==> src/rtl/hisq_pkg.sv <==
package hisq_pkg;

    typedef enum logic [1:0] {
        ST_LOCKOUT   = 2'd0,
        ST_WAIT_QUAL = 2'd1,
        ST_CONNECTED = 2'd2,
        ST_FAULT     = 2'd3
    } seq_state_e;

    // per-side bus condition seen by the monitors
    typedef struct packed {
        logic stop;
        logic idle;
    } side_cond_t;

    localparam int NSIDES = 2;
    localparam int SIDE_UP = 0;
    localparam int SIDE_DN = 1;

    // safe moment to join: idle/idle, or a stop on one side with the other idle
    function automatic logic join_ok(side_cond_t a, side_cond_t b);
        return (a.idle && b.idle) || (a.stop && b.idle) || (b.stop && a.idle);
    endfunction

endpackage

==> src/rtl/hisq_sync.sv <==
module hisq_sync #(
    parameter int W = 1
) (
    input  logic         clk,
    input  logic         rst,
    input  logic [W-1:0] d,
    output logic [W-1:0] q
);
    logic [W-1:0] meta;

    always_ff @(posedge clk) begin
        if (rst) begin
            meta <= '0;
            q    <= '0;
        end else begin
            meta <= d;
            q    <= meta;
        end
    end
endmodule

==> src/rtl/hisq_side_mon.sv <==
module hisq_side_mon
    import hisq_pkg::*;
#(
    parameter int IDLE_CYC = 16
) (
    input  logic       clk,
    input  logic       rst,
    input  logic       clr,
    input  logic       sda_s,
    input  logic       scl_s,
    output side_cond_t cond
);
    localparam int CW = $clog2(IDLE_CYC + 1);
    localparam logic [CW-1:0] CMAX = CW'(IDLE_CYC);

    logic          sda_q;
    logic          scl_q;
    logic [CW-1:0] high_cnt;

    always_ff @(posedge clk) begin
        if (rst || clr) begin
            sda_q    <= 1'b0;
            scl_q    <= 1'b0;
            high_cnt <= '0;
        end else begin
            sda_q <= sda_s;
            scl_q <= scl_s;
            if (!(sda_s && scl_s))
                high_cnt <= '0;
            else if (high_cnt != CMAX)
                high_cnt <= high_cnt + 1'b1;
        end
    end

    always_comb begin
        cond.stop = !clr && sda_s && !sda_q && scl_s && scl_q;
        cond.idle = !clr && (high_cnt == CMAX);
    end
endmodule

==> src/rtl/hisq_fsm.sv <==
module hisq_fsm
    import hisq_pkg::*;
(
    input  logic clk,
    input  logic rst,
    input  logic supply_ok,
    input  logic en_s,
    input  logic qual,
    input  logic stuck_fault,
    input  logic recov_active,
    output logic connect,
    output logic precharge_en,
    output logic accel_en,
    output logic ready,
    output logic wd_restart
);
    seq_state_e state, state_nx;
    logic en_q;
    logic stuck_q;
    logic recov_q;
    logic pc_retired;
    logic en_rise;
    logic stuck_rise;

    assign en_rise    = en_s && !en_q;
    assign stuck_rise = stuck_fault && !stuck_q;

    always_comb begin
        state_nx = state;
        if (!supply_ok) begin
            state_nx = ST_LOCKOUT;
        end else begin
            unique case (state)
                ST_LOCKOUT:   state_nx = ST_WAIT_QUAL;
                ST_WAIT_QUAL: if (en_s && qual) state_nx = ST_CONNECTED;
                ST_CONNECTED: begin
                    if (stuck_rise)  state_nx = ST_FAULT;
                    else if (!en_s)  state_nx = ST_WAIT_QUAL;
                end
                ST_FAULT: begin
                    if (en_rise)           state_nx = ST_CONNECTED;
                    else if (!stuck_fault) state_nx = ST_WAIT_QUAL;
                end
                default: state_nx = ST_LOCKOUT;
            endcase
        end
    end

    always_ff @(posedge clk) begin
        if (rst) begin
            state      <= ST_LOCKOUT;
            en_q       <= 1'b0;
            stuck_q    <= 1'b0;
            recov_q    <= 1'b0;
            pc_retired <= 1'b0;
            wd_restart <= 1'b0;
        end else begin
            state      <= state_nx;
            en_q       <= en_s;
            stuck_q    <= stuck_fault;
            recov_q    <= recov_active;
            wd_restart <= supply_ok && (state == ST_FAULT) && en_rise;
            if (!supply_ok)
                pc_retired <= 1'b0;
            else if (state_nx == ST_CONNECTED)
                pc_retired <= 1'b1;
        end
    end

    always_comb begin
        connect      = (state == ST_CONNECTED);
        ready        = connect && en_s;
        precharge_en = !pc_retired;
        accel_en     = pc_retired && !recov_q;
    end
endmodule

==> src/rtl/hot_insert_seq.sv <==
module hot_insert_seq
    import hisq_pkg::*;
#(
    parameter int IDLE_CYC = 16
) (
    input  logic clk,
    input  logic rst,
    input  logic supply_ok,
    input  logic en_in,
    input  logic up_sda,
    input  logic up_scl,
    input  logic dn_sda,
    input  logic dn_scl,
    input  logic stuck_fault,
    input  logic recov_active,
    output logic connect,
    output logic precharge_en,
    output logic accel_en,
    output logic ready,
    output logic wd_restart
);
    localparam int SW = 1 + 2 * NSIDES;

    logic [SW-1:0]     raw_in;
    logic [SW-1:0]     syn_in;
    logic              en_s;
    logic [NSIDES-1:0] sda_s;
    logic [NSIDES-1:0] scl_s;
    side_cond_t        cond [NSIDES];
    logic              qual;

    assign raw_in = {en_in, dn_scl, dn_sda, up_scl, up_sda};

    hisq_sync #(.W(SW)) u_sync (
        .clk (clk),
        .rst (rst),
        .d   (raw_in),
        .q   (syn_in)
    );

    assign en_s = syn_in[SW-1];

    for (genvar s = 0; s < NSIDES; s++) begin : g_side
        assign sda_s[s] = syn_in[2*s];
        assign scl_s[s] = syn_in[2*s+1];

        hisq_side_mon #(.IDLE_CYC(IDLE_CYC)) u_mon (
            .clk   (clk),
            .rst   (rst),
            .clr   (!supply_ok),
            .sda_s (sda_s[s]),
            .scl_s (scl_s[s]),
            .cond  (cond[s])
        );
    end

    assign qual = join_ok(cond[SIDE_UP], cond[SIDE_DN]);

    hisq_fsm u_fsm (
        .clk          (clk),
        .rst          (rst),
        .supply_ok    (supply_ok),
        .en_s         (en_s),
        .qual         (qual),
        .stuck_fault  (stuck_fault),
        .recov_active (recov_active),
        .connect      (connect),
        .precharge_en (precharge_en),
        .accel_en     (accel_en),
        .ready        (ready),
        .wd_restart   (wd_restart)
    );
endmodule

==> config.mk <==
export PLATFORM = sky130hd
export DESIGN_NAME = hot_insert_seq
export DESIGN_NICKNAME = d
export VERILOG_FILES = /design/src/rtl/hisq_pkg.sv /design/src/rtl/hisq_sync.sv /design/src/rtl/hisq_side_mon.sv /design/src/rtl/hisq_fsm.sv /design/src/rtl/hot_insert_seq.sv
export SDC_FILE = /design/constraint.sdc
export NUM_CORES = 1
export LEC_CHECK = 0
export BUFFER_PORTS_ARGS = -buffer_cell sky130_fd_sc_hd__buf_2
export CAP_MARGIN = 20
export CORE_MARGIN = 2
export CORE_UTILIZATION = 45
export CTS_CLUSTER_SIZE = 14
export DETAILED_ROUTE_END_ITERATION = 7
export PLACE_DENSITY = 0.65
export SYNTH_ARGS = -nofsm -noshare
export SYNTH_HDL_FRONTEND = slang
export SYNTH_SLANG_ARGS = --single-unit
==> constraint.sdc <==
create_clock -name clk -period 2 [get_ports clk]
set_clock_uncertainty 0.05 [all_clocks]
set_input_delay 0.4 -clock clk [delete_from_list [all_inputs] [get_ports clk]]
set_output_delay 0.4 -clock clk [all_outputs]
set_load 0.03 [all_outputs]
-- Yosys cells after proc, flatten, opt, wreduce, memory -nomap -nowiden
Cells that the tools add are included.
- output and inout bits: 5
- bits of input ports: 10
- register bits after elaboration: 31
- word-level logic and storage cells: 70
- multiplexer cells: 7
- add/subtract/negate cells: 2
- reductions and logical operators: 36
- bitwise gates (word level): 3
- equality and inequality tests: 8
- operators by type and width (operator ; count):
    logical AND 1 bit ; 22
    2-to-1 mux 2 bit ; 6
    adder 5 x 1 -> 5 bit, second input constant ; 2
    == test 5 bit, second input constant ; 2
    inequality test 5 bit, second input constant ; 2
    case mux 2 bit (4 select lines) ; 1
    zero test 1 bit ; 7
    == test 2 bit, second input constant ; 3
    OR reduction 2 bit ; 3
    logical OR 1 bit ; 3
    NOT 1 bit ; 3
    == test 2 x 1 -> 1 bit, second input constant ; 1
    zero test 2 bit ; 1

-- Logic depth before layout (Yosys ltp)
Gate-level depths: netlist of the first run.
- depth in word-level cells: 12
- depth in mapped cells: 6
- gate-level depth less buffers: 6

-- Cells and area by module
Synthesis of the first run repeated with hierarchy kept, for this count alone.
- cells, all modules: 123
- area total of the unflattened synthesis: 1232.4 sq um
- modules (own cells, without submodules) (module ; times used ; cells each ; area an instance (sq um)):
    hisq_side_mon ; 2 ; 35 ; 334.1
    hisq_fsm ; 1 ; 29 ; 285.3
    hisq_sync ; 1 ; 20 ; 262.8
    hot_insert_seq ; 1 ; 4 ; 16.3

-- Worst setup path after synthesis of the first run
No wires, ideal clock.
- path type: reg-to-reg
- start: reg g_side[1].u_mon.high_cnt[0]
- end: reg u_fsm.state[0]
- clock period less this slack: 1444 ps
- setup time: 116 ps
- setup slack: 556 ps
- path buffers: 0
- arrival time: 1278 ps
- stages on the path, launching flop included: 7
- cells stage by stage: dfxtp_1 > inv_1 > ha_1 > and4bb_1 > nand4_1 > a21o_1 > a31o_2
- word-level cells in the longest chain between the ends: 9
- ends and longest elaborated chain (item ; line ; RTL):
    start, declared ; hisq_side_mon.sv:18 ; logic [CW-1:0] high_cnt;
    start signal, assigned ; hisq_side_mon.sv:31 ; high_cnt <= high_cnt + 1'b1;
    == test 5 bit * ; hisq_side_mon.sv:37 ; cond.idle = !clr && (high_cnt == CMAX);
    logical AND 1 bit * ; hisq_side_mon.sv:37 ;
    logical AND 1 bit ; hisq_pkg.sv:22 ; return (a.idle && b.idle) || (a.stop && b.idle) || (b.stop && a.idle);
    logical OR 1 bit * (2 in series) ; hisq_pkg.sv:22 ;
    logical AND 1 bit * ; hisq_fsm.sv:35 ; ST_WAIT_QUAL: if (en_s && qual) state_nx = ST_CONNECTED;
    2-to-1 mux 2 bit * ; hisq_fsm.sv:35 ;
    case mux 2 bit (4 select lines) * ; hisq_fsm.sv:33 ; unique case (state)
    2-to-1 mux 2 bit * ; hisq_fsm.sv:30 ; if (!supply_ok) begin
    end signal, assigned ; hisq_fsm.sv:58 ; state <= state_nx;
    end, declared ; hisq_fsm.sv:17 ; seq_state_e state, state_nx;
Mark *: on every way between the ends. The rest lies on a longest branch, timed or not.
A chain may end at the register's enable or synchronous reset.

-- Worst setup path after layout of the first run
- start: reg u_fsm.state[0]
- end: out ready
- word-level cells in the longest chain between the ends: 2
- ends and longest elaborated chain (item ; line ; RTL):
    == test 2 bit ; hisq_fsm.sv:71 ; connect = (state == ST_CONNECTED);
    logical AND 1 bit ; hisq_fsm.sv:72 ; ready = connect && en_s;
    end, declared ; hot_insert_seq.sv:19 ; output logic ready,
Every way passes these cells.

==> metrics.csv, run 1 <==
stage,metric,value,unit
detailed_routing,finalWirelength,1805,um
setup_path,required,1550,ps
timing,fmax,0.6365,GHz
timing,finalWorstSetupSlack,428.8,ps
logic_synthesis,synth.distinct_cells,28,
timing,slew_violations,0,
logic_synthesis,syn_nets,129,
global_route,grtUsageMet2,21.23,%
place,io_buffers,14,
final_layout,layout.nets,149,
pwr,irDropWorstVdd,487.8,uV
setup_path,start_kind,flop,
clocking,root_buffer,clkbuf_4,
clocking,cts_tree,yes,
clocking,path_clk_slew,90,ps
run_status,status,finished clean,
logic_synthesis,synth_warnings,0,
place,place_congestion,0.7284,
logic_synthesis,synth_cells,115,
floorplan,dieArea,2996,um2
pwr,p_total,0.001070,W
final_layout,post-route-util,54.23,%
global_route,grt.overflow.total,0,
clocking,ctsHoldBuffers,0,
timing,tns,0,ps
setup_path,r2r_cells,6,
detailed_routing,vias,817,
clocking,clkSinkCount,31,
timing,rsz0062_at_grt,false,
timing,period_share,78.56,%
detailed_routing,firstDrtPassIters,4,
clocking,clock_latency,310,ps
timing,relSlewSlack,59.04,%
setup_path,path_class,flop to output port,
place,hpwlAfterDp,1328,um
setup_path,reg2reg_from,g_side[1].u_mon.high_cnt[0],
logic_synthesis,synth-seq-cells,31,
clocking,cts_max_level,2,
setup_path,critPathMaxFanout,7,
setup_path,cp.arrival,1120,ps
place,placed_cell_area,1262,um2
min_path,hold_path.class,input port to flop,
clocking,post_cts_buffers,0,
timing,worst_slew_pin_slew,606.8,ps
detailed_routing,wl_per_cell,10.87,um
final_layout,syn2layout_area_growth,14.90,%
timing,finalSetupViolCount,0,
setup_path,endpoint,ready,
place,dp_slack,433.9,ps
floorplan,num_rows,18,
detailed_routing,first_iter_violations,5,
final_layout,design_area,1331,um2
final_layout,diodes,0,
global_route,grtUsageMet3,6.557,%
global_route,top_usage_layer,met2,
setup_path,r2r_end,u_fsm.state[0],
floorplan,coreArea,2455,um2
detailed_routing,routed_via_density,4.922,
setup_path,r2r_slack,430,ps
setup_path,crit_start,u_fsm.state[0],
flow_run,cap_violations,0,
clocking,post_cts_resized,0,
final_layout,drive_above_1_share,17.65,%
floorplan,die_w,54.74,um
global_route,grt_max_degree,16,
timing,min_period,1571,ps
pwr,p_leak,0.5316,nW
floorplan,initial_core_util,47.20,%
global_route,grt_pass1_vias,690,
floorplan,io_pins,15,
pwr,powerDensity,803.7,nW/um2
global_route,antenna_found_initial,0,
logic_synthesis,ys.flop_type,dfxtp_1,
setup_path,cp-end-kind,output port,
logic_synthesis,synth-edff-count,0,
global_route,grtUsageTotal,13.93,%
clocking,numCtsBuffers,5,
logic_synthesis,syn_area,1159,um2
logic_synthesis,yosysSeqAreaShare,53.56,%
floorplan,die_h,54.74,um
logic_synthesis,syn_avg_cell_area,10.07,um2
clocking,clockBufferDepth,2,
detailed_routing,drc_errors,0,
logic_synthesis,async_flop_share,0,%
global_route,use_met1,14.48,%
detailed_routing,ant_nets,0,
timing,hold_violations,0,
global_route,grt_pass1_wl,2746,um
## cell type report
cell class / instances / area [um2]
fill: 246 / 1124
sequential: 31 / 620.6
multi-input combinational: 76 / 508.0
timing repair buffer: 14 / 70.07
clock buffer: 8 / 68.82
tap: 30 / 37.54
inverter: 7 / 26.28
## per-stage QoR
| stage | hold slack [ps] | cells |
|---|---|---|
| finish | 242.6 | 166 |
| global route | 224.8 | 166 |
| CTS | 224.9 | 166 |
| detailed placement | 376.2 | 158 |
| global placement | 368.3 | 158 |
| floorplan | 363.8 | 115 |
## sequential cells by signal (all words and copies together) (netlist names)
register and flops:
u_fsm.state 2, g_side.u_mon.scl_q 2, u_sync.q 5, u_fsm.recov_q 1, u_sync.meta 5, g_side.u_mon.high_cnt 10
u_fsm.pc_retired 1, g_side.u_mon.sda_q 2, u_fsm.wd_restart 1, u_fsm.en_q 1, u_fsm.stuck_q 1
## worst max-delay path, cell delays in order (launching register included)
cell and delay, ps:
dfxtp_1 370, nand3b_1 190, inv_1 60, buf_2 180
## logic make-up after synthesis
logic type                 synth area share [%]
and+or+nand+nor                           27.43
DFF                                       53.56
AOI/OAI and AO/OA                         5.939
buffers and inverters                     2.592
xor gates and xnor gates                  5.292
adders and majority gates                 4.320
muxes                                    0.8640
## how the worst min path moves through the flow
stage / from / end / cells past startpoint
floorplan: u_sync.meta[0] / u_sync.q[0] / 1
global placement: u_sync.meta[2] / u_sync.q[2] / 1
detailed placement: u_sync.meta[3] / u_sync.q[3] / 1
CTS: up_sda / u_sync.meta[0] / 2
global route: dn_sda / u_sync.meta[2] / 2
finish: up_sda / u_sync.meta[0] / 2
## cells in the mapped netlist, types with 3 or more instances
library cell	n	area, um2
nor2b_1	16	100.1
nand3_1	4	20.02
xnor2_1	3	26.28
nor2_1	12	45.04
ha_1	4	50.05
and2_1	4	25.02
dfxtp_1	31	620.6
xor2_1	4	35.03
nand2_1	3	11.26
a21oi_1	3	15.01
nor3_1	5	25.02
inv_1	7	26.28
## where the power goes
part           switching, W  internal (W)  leakage, nW   total, W
clock              0.000189      0.000207       0.0386   0.000396
sequential       0.00000777      0.000632        0.253   0.000640
combinational     0.0000150     0.0000196        0.240  0.0000346
## layer usage
| layer | wire length, um | share of wire, % | up-vias |
|---|---|---|---|
| met3 | 66 | 3.7 | 4 |
| met2 | 870 | 48 | 13 |
| li1 | - | - | 428 |
| met4 | 43 | 2.4 | 0 |
| met1 | 824 | 46 | 372 |
| met5 | 0 | 0 | - |
## cell usage in the layout, fill, tap and decap left out, drive strengths merged, types with 2 or more instances in the layout
cell type,count
and2,4
nand2,3
nor2,12
a21o,2
nor3,5
xnor2,3
xor2,4
nand4b,2
nor2b,16
nand3,4
dfxtp,31
a21oi,3
inv,7
and4bb,2
clkbuf,8
ha,4
buf,14
nand2b,2
Note: power is estimated with default switching activity, not from simulation.
==> inputs of run 2 (changes only) <==
Settings changed: PLACE_DENSITY 0.65 to 0.67.
Clock period 2 ns to 1.4 ns, I/O delays scaled along.
==> metrics.csv, run 2 (synthesized netlist as in run 1, its figures left out) <==
stage,metric,value,unit,change
timing,slew_violations,0,,unchanged
setup_path,crit_family,flip-flops,,
detailed_routing,wl_per_cell,10.99,um,+1.1%
setup_path,start_kind,flop,,
setup_path,max_stage_delay,450,ps,+80 ps
timing,finalWorstSetupSlack,-63.12,ps,-491.9 ps
global_route,grt.overflow.total,0,,unchanged
final_layout,syn2layout_area_growth,25.27,%,
final_layout,largestRegisters,"g_side.u_mon.high_cnt: 10 flops, u_sync.meta: 5 flops, u_sync.q: 5 flops",,
final_layout,layout.nets,160,,+7.4%
setup_path,path_class,flop to output port,,
place,place_congestion,0.6827,,-6.3%
detailed_routing,vias,854,,+4.5%
detailed_routing,routed_via_density,4.825,,-2.0%
clocking,clockBufferDepth,2,,unchanged
pwr,netSwitchingFraction,21.14,%,+1.4 points
pwr,p_sw,0.0003027,W,+43%
global_route,grt_pass1_vias,774,,+12%
global_route,grt_max_degree,15,,-1
final_layout,final_common_cell,dfxtp_1,,
detailed_routing,first_iter_violations,5,,unchanged
run_status,violations,setup timing,,
clocking,path_clk_slew,90,ps,about the same
final_layout,largest_reg_flops,10,,unchanged
clocking,numCtsBuffers,5,,unchanged
timing,finalSetupViolCount,5,,+5
setup_path,crit_chain,nand3b_1 > inv_1 > buf_4,,
final_layout,regMostFlops,g_side.u_mon.high_cnt,,
clocking,clkSinkCount,31,,unchanged
timing,hold_violations,0,,unchanged
final_layout,final_cell_mix,"26 x dfxtp_1, 15 x nor2b_1, 13 x buf_4",,
setup_path,critPathMaxFanout,7,,unchanged
timing,rsz0062_at_grt,true,,
clocking,clock_latency,310,ps,about the same
clocking,cts_tree,yes,,
pwr,pwr-share-clk,32.4,%,-4.6 points
floorplan,num_rows,18,,unchanged
global_route,grt_pass1_wl,3118,um,+14%
setup_path,r2r_slack,-60,ps,-490 ps
timing,fmax,0.6835,GHz,
flow_run,cap_violations,0,,unchanged
final_layout,drive_above_1_share,33.33,%,+16 points
detailed_routing,finalWirelength,1945,um,+7.8%
final_layout,post-route-util,59.12,%,+4.9 points
detailed_routing,drc_errors,0,,unchanged
setup_path,cp.arrival,1130,ps,about the same
floorplan,initial_core_util,47.20,%,unchanged
run_status,status,finished with violations,,
clocking,root_buffer,clkbuf_4,,
pwr,seq_power_share,63.9,%,+4.1 points
floorplan,die_w,54.74,um,unchanged
place,io_buffers,14,,unchanged
final_layout,fillerInstances,225,,-8.5%
floorplan,coreArea,2455,um2,unchanged
global_route,antenna_found_initial,0,,unchanged
global_route,grtUsageTotal,15.31,%,+1.4 points
detailed_routing,firstDrtPassIters,4,,unchanged
final_layout,diodes,0,,unchanged
setup_path,path_buf_inv,2,,unchanged
clocking,ctsHoldBuffers,0,,unchanged
clocking,cts_max_level,2,,unchanged
pwr,p_total,0.001431,W,+34%
pwr,intPower,0.001129,W,+32%
place,hpwlAfterDp,1398,um,+5.3%
final_layout,ff_latch_area,626.9,um2,+1.0%
floorplan,dieArea,2996,um2,unchanged
pwr,irDropWorstVdd,846.9,uV,+74%
timing,min_period,1463,ps,
floorplan,io_pins,15,,unchanged
final_layout,multi_input_area,546.8,um2,+7.6%
min_path,hold_path.class,input port to flop,,
pwr,combPwrFrac,3.7,%,+0.5 points
setup_path,required,1070,ps,-480 ps
pwr,p_leak,0.5828,nW,+9.6%
setup_path,cp-end-kind,output port,,
timing,period_share,104.5,%,
detailed_routing,ant_nets,0,,unchanged
setup_path,worst_path_max_delay_cell,dfxtp_1,,
floorplan,die_h,54.74,um,unchanged
timing,worst_slew_pin_slew,310.9,ps,-295.8 ps
pwr,powerDensity,986.3,nW/um2,+23%
timing,relSlewSlack,79.01,%,+20 points
==> run 2: power by group through the flow <==
stage | Clock, W | Combinational, W | Sequential (W)
after floorplan | 0 | 0.0000316 | 0.000931
after global placement | 0 | 0.0000516 | 0.000934
after detailed placement | 0 | 0.0000525 | 0.000935
after CTS | 0.000481 | 0.0000529 | 0.000915
after global routing | 0.000528 | 0.0000594 | 0.000918
final | 0.000464 | 0.0000523 | 0.000915
==> run 2: per-stage QoR <==
step	std cells	setup WS (ps)	TNS, ps	instance area (um2)	hold slack, ps
after floorplan	115	10.99	0	1169	301.6
after global placement	166	23.44	0	1333	370.5
after detailed placement	166	-72.14	-88.34	1333	373.9
after CTS	175	-67.12	-155.2	1409	115.3
after global routing	177	-170.5	-593.9	1451	122.7
final	177	-63.12	-243.2	1451	123.6
==> run 2: worst paths after layout <==
path	startpoint	end	cells past startpoint
worst max-delay path	u_fsm.state[0]	ready	3
worst min-delay path	up_scl	u_sync.meta[1]	2
worst max register to register	g_side[1].u_mon.high_cnt[1]	u_fsm.pc_retired	6
worst min register to register	u_sync.meta[3]	u_sync.q[3]	1
==> run 2: what timing repair did <==
| item | CTS | global route |
|---|---|---|
| resized for setup | 8 | 11 |
| gates cloned | 0 | 0 |
| setup endpoints to repair | 4 | 8 |
| buffers inserted | 1 | 2 |
| pin swaps | 4 | 4 |
==> run 2: routing by layer <==
layer | up-vias | global-route usage, % | part of all wire [%]
met3 | 3 | 5.738 | 4.1
met1 | 389 | 16.55 | 44
met5 | - | 0 | 0
met2 | 17 | 25.40 | 51
li1 | 445 | - | -
met4 | 0 | 8.750 | 0.82
==> run 2: final cells by class <==
class	count	share of cell area, %
Clock buffer	7	3.103
Clock inverter	1	0.3448
Inverter	7	1.810
Multi-Input combinational cell	76	37.67
Sequential cell	31	43.19
Tap cell	30	2.586
Timing Repair Buffer	25	11.29
==> inputs of run 3 (changes only) <==
--- a/constraint.sdc
+++ b/constraint.sdc
@@ -3,3 +3,3 @@
 set_input_delay 0.28 -clock clk [delete_from_list [all_inputs] [get_ports clk]]
 set_output_delay 0.28 -clock clk [all_outputs]
-set_load 0.03 [all_outputs]
+set_load 0.005 [all_outputs]
==> metrics.csv, run 3 (synthesized netlist as in run 1, its figures left out) <==
stage,metric,value,unit,change
floorplan,io_pins,15,,unchanged
timing,slew_violations,0,,unchanged
floorplan,initial_core_util,47.20,%,unchanged
final_layout,syn2layout_area_growth,23.87,%,
floorplan,die_w,54.74,um,unchanged
clocking,clock_latency,310,ps,about the same
timing,min_period,1460,ps,-2.959 ps
clocking,clockBufferDepth,2,,unchanged
clocking,numCtsBuffers,5,,unchanged
min_path,hold_depth,2,,unchanged
min_path,hold_end,u_sync.meta[1],,
timing,rsz0062_at_grt,true,,
final_layout,diodes,0,,unchanged
floorplan,num_rows,18,,unchanged
detailed_routing,vias,851,,-0.35%
timing,fmax,0.6849,GHz,+0.20%
setup_path,r2r_slack,-60,ps,about the same
place,io_buffers,14,,unchanged
global_route,grt_max_degree,15,,unchanged
setup_path,start_kind,flop,,
global_route,grt_pass1_vias,774,,unchanged
final_layout,layout.nets,160,,unchanged
clocking,cts_max_level,2,,unchanged
detailed_routing,finalWirelength,1932,um,-0.67%
setup_path,max_stage_delay,490,ps,+40 ps
setup_path,crit_chain,inv_2 > ha_4 > buf_4 > or4bb_4 > a21oi_2 > nor2_1,,
flow_run,cap_violations,0,,unchanged
timing,relSlewSlack,78.53,%,-0.48 points
timing,period_share,104.3,%,-0.21 points
setup_path,cp.arrival,1620,ps,+490 ps
detailed_routing,firstDrtPassIters,4,,unchanged
run_status,status,finished with violations,,
final_layout,final_cell_mix,"26 x dfxtp_1, 16 x nor2b_1, 14 x buf_2",,
setup_path,r2r_cells,6,,unchanged
timing,hold_violations,0,,unchanged
detailed_routing,ant_nets,0,,unchanged
timing,finalWorstSetupSlack,-60.17,ps,+2.959 ps
setup_path,r2r_end,g_side[1].u_mon.high_cnt[1],,
final_layout,regMostFlops,g_side.u_mon.high_cnt,,
min_path,worstHoldStart,up_scl,,
global_route,grt.overflow.total,0,,unchanged
setup_path,path_class,flop to flop,,
final_layout,largestRegisters,"g_side.u_mon.high_cnt: 10 flops, u_sync.meta: 5 flops, u_sync.q: 5 flops",,
global_route,grtUsageTotal,15.31,%,unchanged
pwr,irDropWorstVdd,839.3,uV,-0.89%
place,dp_slack,-72.14,ps,unchanged
clocking,cts_tree,yes,,
detailed_routing,drc_errors,0,,unchanged
final_layout,largest_reg_flops,10,,unchanged
setup_path,cp-end-kind,flop,,
place,dp_cells,166,,unchanged
min_path,hold_path.class,input port to flop,,
timing,worst_slew_pin_slew,318.0,ps,+7.053 ps
floorplan,coreArea,2455,um2,unchanged
setup_path,reg2reg_from,g_side[1].u_mon.high_cnt[1],,
detailed_routing,first_iter_violations,3,,-2
clocking,clkSinkCount,31,,unchanged
clocking,root_buffer,clkbuf_4,,
clocking,path_clk_slew,90,ps,about the same
floorplan,dieArea,2996,um2,unchanged
setup_path,worst_path_max_delay_cell,or4bb_4,,
final_layout,final_cells,177,,unchanged
detailed_routing,routed_via_density,4.808,,-0.35%
final_layout,drive_above_1_share,31.97,%,-1.4 points
final_layout,final_common_cell,dfxtp_1,,
run_status,violations,setup timing,,
setup_path,critPathMaxFanout,3,,-4
floorplan,die_h,54.74,um,unchanged
timing,tns,-180.0,ps,+63.22 ps
place,hpwlAfterDp,1398,um,unchanged
timing,finalSetupViolCount,4,,-1
place,place_congestion,0.6827,,unchanged
setup_path,required,1560,ps,+490 ps
pwr,powerDensity,997.1,nW/um2,+1.1%
detailed_routing,wl_per_cell,10.92,um,-0.67%
global_route,grt_pass1_wl,3118,um,unchanged
global_route,antenna_found_initial,0,,unchanged
pwr,p_leak,0.5820,nW,-0.15%
## run 3: cell counts in the layout (fill, tap and decap cells not counted)
No cell type changed its count.
## run 3: worst max path at each step
stage                                     start                          end  cells after the start
finish              g_side[1].u_mon.high_cnt[1]  g_side[1].u_mon.high_cnt[1]                      6
global route        g_side[1].u_mon.high_cnt[1]             u_fsm.pc_retired                      6
CTS                 g_side[1].u_mon.high_cnt[1]             u_fsm.pc_retired                      6
detailed placement  g_side[1].u_mon.high_cnt[0]             u_fsm.pc_retired                      6
global placement    g_side[1].u_mon.high_cnt[0]             u_fsm.pc_retired                      6
floorplan           g_side[0].u_mon.high_cnt[0]             u_fsm.pc_retired                      6
## run 3: timing repair
item,4_1_cts,5_1_grt
endpoints found under the setup margin,4,7
hold buffers,0,0
setup buffers,1,2
pin swaps,4,3
resized for setup,6,5
## run 3: layout make-up
type / count / area, um2
clock inverters: 1 / 5.005
repair buffers: 25 / 152.6
fillers: 224 / 1020
well taps: 30 / 37.54
clock buffers: 7 / 45.04
multi-input cells: 76 / 541.8
flip-flops and latches: 31 / 626.9
inverters: 7 / 26.28
## run 3: metal layers
metal,routed length [um],up-vias,share of wire (%),track usage [%]
li1,-,445,-,-
met1,868,387,45,16.55
met2,960,14,50,25.40
met3,71,5,3.7,5.738
met4,31,0,1.6,8.750
met5,0,-,0,0
## run 3: per-stage QoR
stage                     util [%]  hold WS [ps]  instance area (um2)  total power, W
final                        58.46         123.3                 1435        0.001431
after CTS                    57.24         115.3                 1405        0.001449
after global routing         58.46         122.7                 1435        0.001504
after detailed placement     54.28         373.9                 1333       0.0009878
after floorplan                  -         301.6                 1169       0.0009630
after global placement       54.28         370.5                 1333       0.0009853
## run 3: power breakdown
part	internal [W]	leakage [nW]	total, W	switching (W)
Clock	0.000195	0.0293	0.000464	0.000269
Combinational	0.0000304	0.297	0.0000522	0.0000219
Sequential	0.000903	0.255	0.000914	0.0000114
Total	0.00113	0.582	0.00143	0.000302
## run 3: critical path, delay by kind of cell, from the launching register on
kind / cells / cell delay [ps]
compound gates: 1 / 140
fa+ha+maj: 1 / 130
buf+inv: 2 / 160
flops: 1 / 330
simple gates: 2 / 530
